**src/rtl/acr_pkg.sv**
```systemverilog
package acr_pkg;
  localparam int WORD_W = 32;
  localparam int FLD_W  = 8;
  localparam int FLD_N  = 2;

  typedef logic [FLD_W-1:0]  fld_t;
  typedef logic [WORD_W-1:0] word_t;

  // bit position of each field inside the word
  function automatic int fld_lsb(input int k);
    return (k == 0) ? 0 : 16;
  endfunction

  function automatic fld_t get_fld(input word_t w, input int k);
    return w[fld_lsb(k) +: FLD_W];
  endfunction

  // assemble a read word; unused bits stay zero
  function automatic word_t put_flds(input fld_t lo, input fld_t hi);
    word_t w;
    w = '0;
    w[fld_lsb(0) +: FLD_W] = lo;
    w[fld_lsb(1) +: FLD_W] = hi;
    return w;
  endfunction
endpackage

```
**src/rtl/acr_decode.sv**
```systemverilog
module acr_decode #(
  parameter int ADDR_W = 12,
  parameter logic [ADDR_W-1:0] PRI_ADDR  = 'h000,
  parameter logic [ADDR_W-1:0] FULL_ADDR = 'h100
) (
  input  logic              clk,
  input  logic              rst_n,
  input  logic [ADDR_W-1:0] addr,
  input  logic              wr_en,
  input  logic              rd_en,
  output logic              wr_pri,
  output logic              wr_full,
  output logic              rd_hit,
  output logic              miss
);
  logic hit_pri, hit_full, access;

  assign hit_pri  = (addr == PRI_ADDR);
  assign hit_full = (addr == FULL_ADDR);
  assign access   = wr_en | rd_en;
  assign wr_pri   = wr_en & hit_pri;
  assign wr_full  = wr_en & hit_full;
  assign rd_hit   = rd_en & (hit_pri | hit_full);
  assign miss     = access & ~(hit_pri | hit_full);

  AST_DECODE_EXCL: assert property (@(posedge clk) disable iff (!rst_n)
    $onehot0({wr_pri, wr_full, miss & wr_en}));
  AST_MISS_NO_HIT: assert property (@(posedge clk) disable iff (!rst_n)
    miss |-> !rd_hit);
endmodule

```
**src/rtl/acr_fields.sv**
```systemverilog
module acr_fields
  import acr_pkg::*;
#(
  // per-field write permission through the primary address
  parameter logic [FLD_N-1:0] PRI_WR_MASK = 2'b01
) (
  input  logic                        clk,
  input  logic                        rst_n,
  input  logic                        wr_pri,
  input  logic                        wr_full,
  input  word_t                       wr_data,
  output logic [FLD_N-1:0][FLD_W-1:0] fld_q
);
  logic [FLD_N-1:0] fld_we;

  for (genvar k = 0; k < FLD_N; k++) begin : g_fld
    assign fld_we[k] = wr_full | (wr_pri & PRI_WR_MASK[k]);

    always_ff @(posedge clk or negedge rst_n) begin
      if (!rst_n)         fld_q[k] <= '0;
      else if (fld_we[k]) fld_q[k] <= get_fld(wr_data, k);
    end
  end

  AST_PRI_HI_HOLD: assert property (@(posedge clk) disable iff (!rst_n)
    (wr_pri && !wr_full) |=> $stable(fld_q[1]));
  AST_FULL_HI_LOAD: assert property (@(posedge clk) disable iff (!rst_n)
    wr_full |=> fld_q[1] == $past(wr_data[23:16]));
  AST_LO_LOAD: assert property (@(posedge clk) disable iff (!rst_n)
    (wr_pri || wr_full) |=> fld_q[0] == $past(wr_data[7:0]));
  AST_IDLE_HOLD: assert property (@(posedge clk) disable iff (!rst_n)
    (!wr_pri && !wr_full) |=> $stable(fld_q));
endmodule

```
**src/rtl/acr_rdata.sv**
```systemverilog
module acr_rdata
  import acr_pkg::*;
(
  input  logic                        clk,
  input  logic                        rst_n,
  input  logic                        rd_hit,
  input  logic [FLD_N-1:0][FLD_W-1:0] fld_q,
  output word_t                       rd_data
);
  word_t rd_q;

  always_ff @(posedge clk or negedge rst_n) begin
    if (!rst_n)      rd_q <= '0;
    else if (rd_hit) rd_q <= put_flds(fld_q[0], fld_q[1]);
    else             rd_q <= '0;
  end

  assign rd_data = rd_q;

  AST_RESV_ZERO: assert property (@(posedge clk) disable iff (!rst_n)
    (rd_data[15:8] == '0) && (rd_data[31:24] == '0));
  AST_NOREAD_ZERO: assert property (@(posedge clk) disable iff (!rst_n)
    !rd_hit |=> rd_data == '0);
endmodule

```
**src/rtl/alias_ctl_reg.sv**
```systemverilog
module alias_ctl_reg
  import acr_pkg::*;
#(
  parameter int ADDR_W = 12,
  parameter logic [ADDR_W-1:0] PRI_ADDR  = 'h000,
  parameter logic [ADDR_W-1:0] FULL_ADDR = 'h100
) (
  input  logic              clk,
  input  logic              rst_n,
  input  logic [ADDR_W-1:0] addr,
  input  logic              wr_en,
  input  logic [31:0]       wr_data,
  input  logic              rd_en,
  output logic [31:0]       rd_data,
  output logic              err
);
  logic wr_pri, wr_full, rd_hit, miss;
  logic [FLD_N-1:0][FLD_W-1:0] fld_q;

  acr_decode #(
    .ADDR_W(ADDR_W), .PRI_ADDR(PRI_ADDR), .FULL_ADDR(FULL_ADDR)
  ) u_dec (
    .clk(clk), .rst_n(rst_n), .addr(addr), .wr_en(wr_en), .rd_en(rd_en),
    .wr_pri(wr_pri), .wr_full(wr_full), .rd_hit(rd_hit), .miss(miss)
  );

  acr_fields #(.PRI_WR_MASK(2'b01)) u_fld (
    .clk(clk), .rst_n(rst_n), .wr_pri(wr_pri), .wr_full(wr_full),
    .wr_data(wr_data), .fld_q(fld_q)
  );

  acr_rdata u_rd (
    .clk(clk), .rst_n(rst_n), .rd_hit(rd_hit), .fld_q(fld_q),
    .rd_data(rd_data)
  );

  assign err = miss;

  AST_MISS_WR_STABLE: assert property (@(posedge clk) disable iff (!rst_n)
    (wr_en && err) |=> $stable(fld_q));
  AST_MISS_RD_ZERO: assert property (@(posedge clk) disable iff (!rst_n)
    (rd_en && err) |=> rd_data == '0);
  AST_ERR_NEEDS_ACCESS: assert property (@(posedge clk) disable iff (!rst_n)
    err |-> (wr_en || rd_en));
endmodule

```
**config.mk**
```make
export PLATFORM = sky130hd
export DESIGN_NAME = alias_ctl_reg
export DESIGN_NICKNAME = d
export VERILOG_FILES = /design/src/rtl/acr_pkg.sv /design/src/rtl/acr_decode.sv /design/src/rtl/acr_fields.sv /design/src/rtl/acr_rdata.sv /design/src/rtl/alias_ctl_reg.sv
export SDC_FILE = /design/constraint.sdc
export NUM_CORES = 1
export LEC_CHECK = 0
export CORE_ASPECT_RATIO = 1.25
export CORE_MARGIN = 2
export CORE_UTILIZATION = 39
export DETAILED_ROUTE_END_ITERATION = 10
export PLACE_DENSITY = 0.89
export SETUP_SLACK_MARGIN = 0.2
export SLEW_MARGIN = 5
export SYNTH_ARGS = -nofsm -noshare
export SYNTH_HDL_FRONTEND = slang
export SYNTH_SLANG_ARGS = --single-unit
export TNS_END_PERCENT = 30
```
**constraint.sdc**
```tcl
create_clock -name clk -period 2.6 [get_ports clk]
set_clock_uncertainty 0.2 [all_clocks]
set_input_delay 0.52 -clock clk [delete_from_list [all_inputs] [get_ports clk]]
set_output_delay 0.52 -clock clk [all_outputs]
set_load 0.05 [all_outputs]
```
---- Yosys cells after proc, flatten, opt, wreduce, memory -nomap -nowiden ----
Cells that the tools add are included.
storage, ports and cells
  register bits after elaboration ......... 48
  bits of input ports ..................... 48
  output and inout port bits .............. 33
  logic and storage cells ................. 14
operators by class
  equality and inequality tests ........... 1
  mux-type cells .......................... 1
  bitwise operators ....................... 8
  reductions and logical operators ........ 1
operators with widths
  operator                                                                 count
  24-bit 2-to-1 mux                                                        1
  12-bit by 9-bit equality test with 1-bit output (second input constant)  1
  12-bit logical NOT                                                       1
  1-bit bitwise AND                                                        4
  1-bit OR                                                                 3
  1-bit NOT                                                                1

---- Longest topological paths before layout ----
  word-level depth ........................ 4
  depth in mapped cells ................... 4
  gate-level depth less buffers ........... 3

---- Cells and area by module ----
A second synthesis with hierarchy kept.
unflattened totals
  cell total of the unflattened synthesis .. 94
  area, all modules ....................... 1,333.8 µm²
by module, submodules not included
  module      times used  cells each  area an instance (µm²)  sequential area each (µm²)
  acr_rdata   1           50          650.6                   400.4
  acr_fields  1           34          611.8                   400.4
  acr_decode  1           10          71.3                    0.0

---- Worst setup path after synthesis ----
Ideal clock, no wire load.
  kind .................................... in2out
  start ................................... input port addr[0]
  end ..................................... output port err
  arrival time ............................ 1.460 ns
  required time ........................... 1.880 ns
  path slack .............................. 0.420 ns
  stages on the path ...................... 2
  buffers on the path ..................... 0
  path through ............................ nor4_4 -> a31oi_1
on the way
  word-level cells in the longest chain between the ends .. 4
  elaborated cells between the ends (all ways) .. 5
  those cells by class .................... 1 x eq/ne; 3 x bitwise; 1 x reduce/logical
ends and longest elaborated chain
  element                                                                                       RTL line                            text
  start: declaration                                                                            alias_ctl_reg.sv:10                 input logic [ADDR_W-1:0] addr,
  12-bit by 9-bit equality test with 1-bit output / 12-bit logical NOT (equally long branches)  acr_decode.sv:19, acr_decode.sv:18
  1-bit OR *                                                                                    acr_decode.sv:24                    assign miss = access & ~(hit_pri | hit_full);
  1-bit NOT *                                                                                   acr_decode.sv:24
  1-bit bitwise AND *                                                                           acr_decode.sv:24
  end: declaration                                                                              alias_ctl_reg.sv:15                 output logic err
Every way passes the cells marked *; elsewhere a longest branch is shown, timed or not.

---- Final worst setup path ----
  start ................................... input port addr[1]
  end ..................................... output port err
Same word-level chain as after synthesis.

==> flow_summary.yaml <==
status:
  status: "completed"
cells_and_area:
  layout.cells.non_filler: 185
  area_growth_pct: 43.5
  layout_common_cells: "clkdlybuf4s50_1 (47), dfrtp_1 (32), and2_1 (17)"
  final_common_cell: "clkdlybuf4s50_1"
  layout.nets: 196
  antenna_cells: 0
  drive_gt1_share_pct: 18.9
drt:
  via_per_inst: 4.64
  wire_per_inst_um: 13.6
  firstDrtPassIters: 4
  ant_nets: 0
  drt_wl_total_um: 2520
  drt_iter0_drc: 15
  via_count: 858
  drc: 0
job:
  drv_cap: 0
die:
  num_rows: 23
  dieArea_mm2: 0.00390
  fp.dieH_um: 69.4
  dieWidth_um: 56.3
  io_pins: 81
  core_area_mm2: 0.00325
  initial_core_util_pct: 41.0
pwr:
  p_leak_uw: 0.000934
  irDropWorstVdd_v: 0.000380
  powerDensity_mw_per_mm2: 534
hold_path:
  worstHoldStart: "u_fld.fld_q[7]"
  timing.hold.worst_path_depth: 1
  holdCritPathClass: "register to register"
critical_path:
  r2r-start: "u_fld.fld_q[3]"
  cp_max_fo: 2
  start_kind: "input port"
  required_ns: 1.88
  worst-setup-path-type: "input port to output port"
  worstSetupEndpointType: "output port"
  cp.arrival_ns: 1.59
  crit_start: "addr[1]"
  rr_worst_depth: 1
clock_network:
  clock_sinks: 32
  cts_buffer_depth: 2
  h-tree-depth: 2
  clockRootBuffer: "clkbuf_8"
  post_cts_buffers: 0
  cts-resized-gates: 0
  clk_latency_ns: 0.27
  cts_buffers: 5
  clkTransAtPathRegs_ns: 0.06
  cts_tree: "done"
  cts_hold_buf: 0
global_routing:
  grt.overflow.total: 0
  grt_max_degree: 33
  grt_pass1_wl_um: 4170
  first_global_vias: 917
  grt_util_all_layers_pct: 13.9
  antenna_found_initial: 0
sta:
  rsz0062_at_grt: "false"
  fmax_mhz: 432
  setup_viol: 0
  hold_viol: 0
  maxSlewHeadroom_pct: 66.4
  fin_setup_tns_ns: 0
  worst_pin_slew_ns: 0.503
  slew_violations: 0
  post-route-min-period_ns: 2.31
  finalCritPeriodShare_pct: 89.0
placement:
  place_hpwl_um: 1990
  port_buffers: 48
  gp_congestion: 0.754
  dp_cells: 178
yosys:
  synth_compound_area_share_pct: 0.469
  syn_inst: 91
  synthMuxAreaShare_pct: 13.5
  synth_cell_types: 12
  synthAdderAreaFrac_pct: 0
  yosys.area_share.xor_xnor_pct: 0
  avgSynthCellArea_um2: 14.6
  netlist_area_mm2: 0.00133
  ys_seq_elements: 32
  synth-simple-area-share_pct: 16.1
  synth_top_family_by_area: "simple AND/OR/NAND/NOR gates"
  ys_warn_count: 0
  ys_seq_area_share_pct: 60.1
power breakdown:
part / leakage [uW] / switching, uW / internal [uW] / total, uW
logic: 0.000437 / 79.6 / 48.4 / 128
clock network: 0.0000503 / 158 / 235 / 393
registers: 0.000447 / 0.690 / 500 / 500
path summary, 6_finish.rpt:
kind | endpoint | slack [ns]
max in group asynchronous | u_fld.fld_q[7] | 1.47
min in group asynchronous | u_rd.rd_data[0] | 0.44
worst min-delay path | u_rd.rd_data[7] | 0.27
worst min register to register | u_rd.rd_data[7] | 0.27
worst max register to register | u_fld.fld_q[3] | 1.62
worst max-delay path | err | 0.29
flip-flops by register name, indices dropped and copies added (netlist names):
register / cells
u_fld.fld_q: 16
u_rd.rd_data: 16
cell usage after synthesis, drive strengths merged:
cell,count,share of area (%)
nor2,1,0.28
conb,1,0.28
a31oi,1,0.47
nor4,2,3.2
and4,1,0.66
mux2,16,14
and2,17,8.0
nand4,2,3.2
buf,17,9.6
nor3,1,0.75
dfrtp,32,60
stage by stage:
step	hold WS [ns]	util (%)	cell area (um^2)	power (uW)	setup WS, ns
final	0.270	58.8	1910	1020	0.286
after global routing	0.304	58.8	1910	1070	0.227
after CTS	0.278	58.8	1910	1030	0.275
after detailed placement	0.268	55.8	1820	638	0.186
after global placement	0.255	55.8	1820	635	0.242
after floorplan	0.0244	-	1390	589	0.420
worst max-delay path, stage by stage:
cell and delay (ns):
clkdlybuf4s50_1 0.44, nor4_4 0.31, a31oi_1 0.12, buf_4 0.20
logic make-up (layout without fill, tap and decap cells):
| kind of cell | count (synthesis) | after routing |
|---|---|---|
| AO/OA/AOI/OAI | 1 | 1 |
| buffers and inverters | 17 | 59 |
| flip-flops | 32 | 32 |
| multiplexers | 16 | 16 |
| other | 1 | 16 |
| AND/OR/NAND/NOR | 24 | 24 |
final cells by class:
class / instances / area [um^2]
Fill cell: 271 / 1340
Sequential cell: 32 / 801
Timing Repair Buffer: 52 / 508
Multi-Input combinational cell: 57 / 460
Clock buffer: 7 / 96.3
Tap cell: 37 / 46.3
per-layer routing:
| layer | GRT usage, % | vias to the layer above | routed length (um) |
|---|---|---|---|
| met5 | 0 | - | 0 |
| met2 | 23.3 | 63 | 1220 |
| met3 | 6.16 | 6 | 291 |
| li1 | - | 383 | - |
| met4 | 4.76 | 0 | 35 |
| met1 | 15.6 | 406 | 971 |
Note: power is estimated with default switching activity, not from simulation.
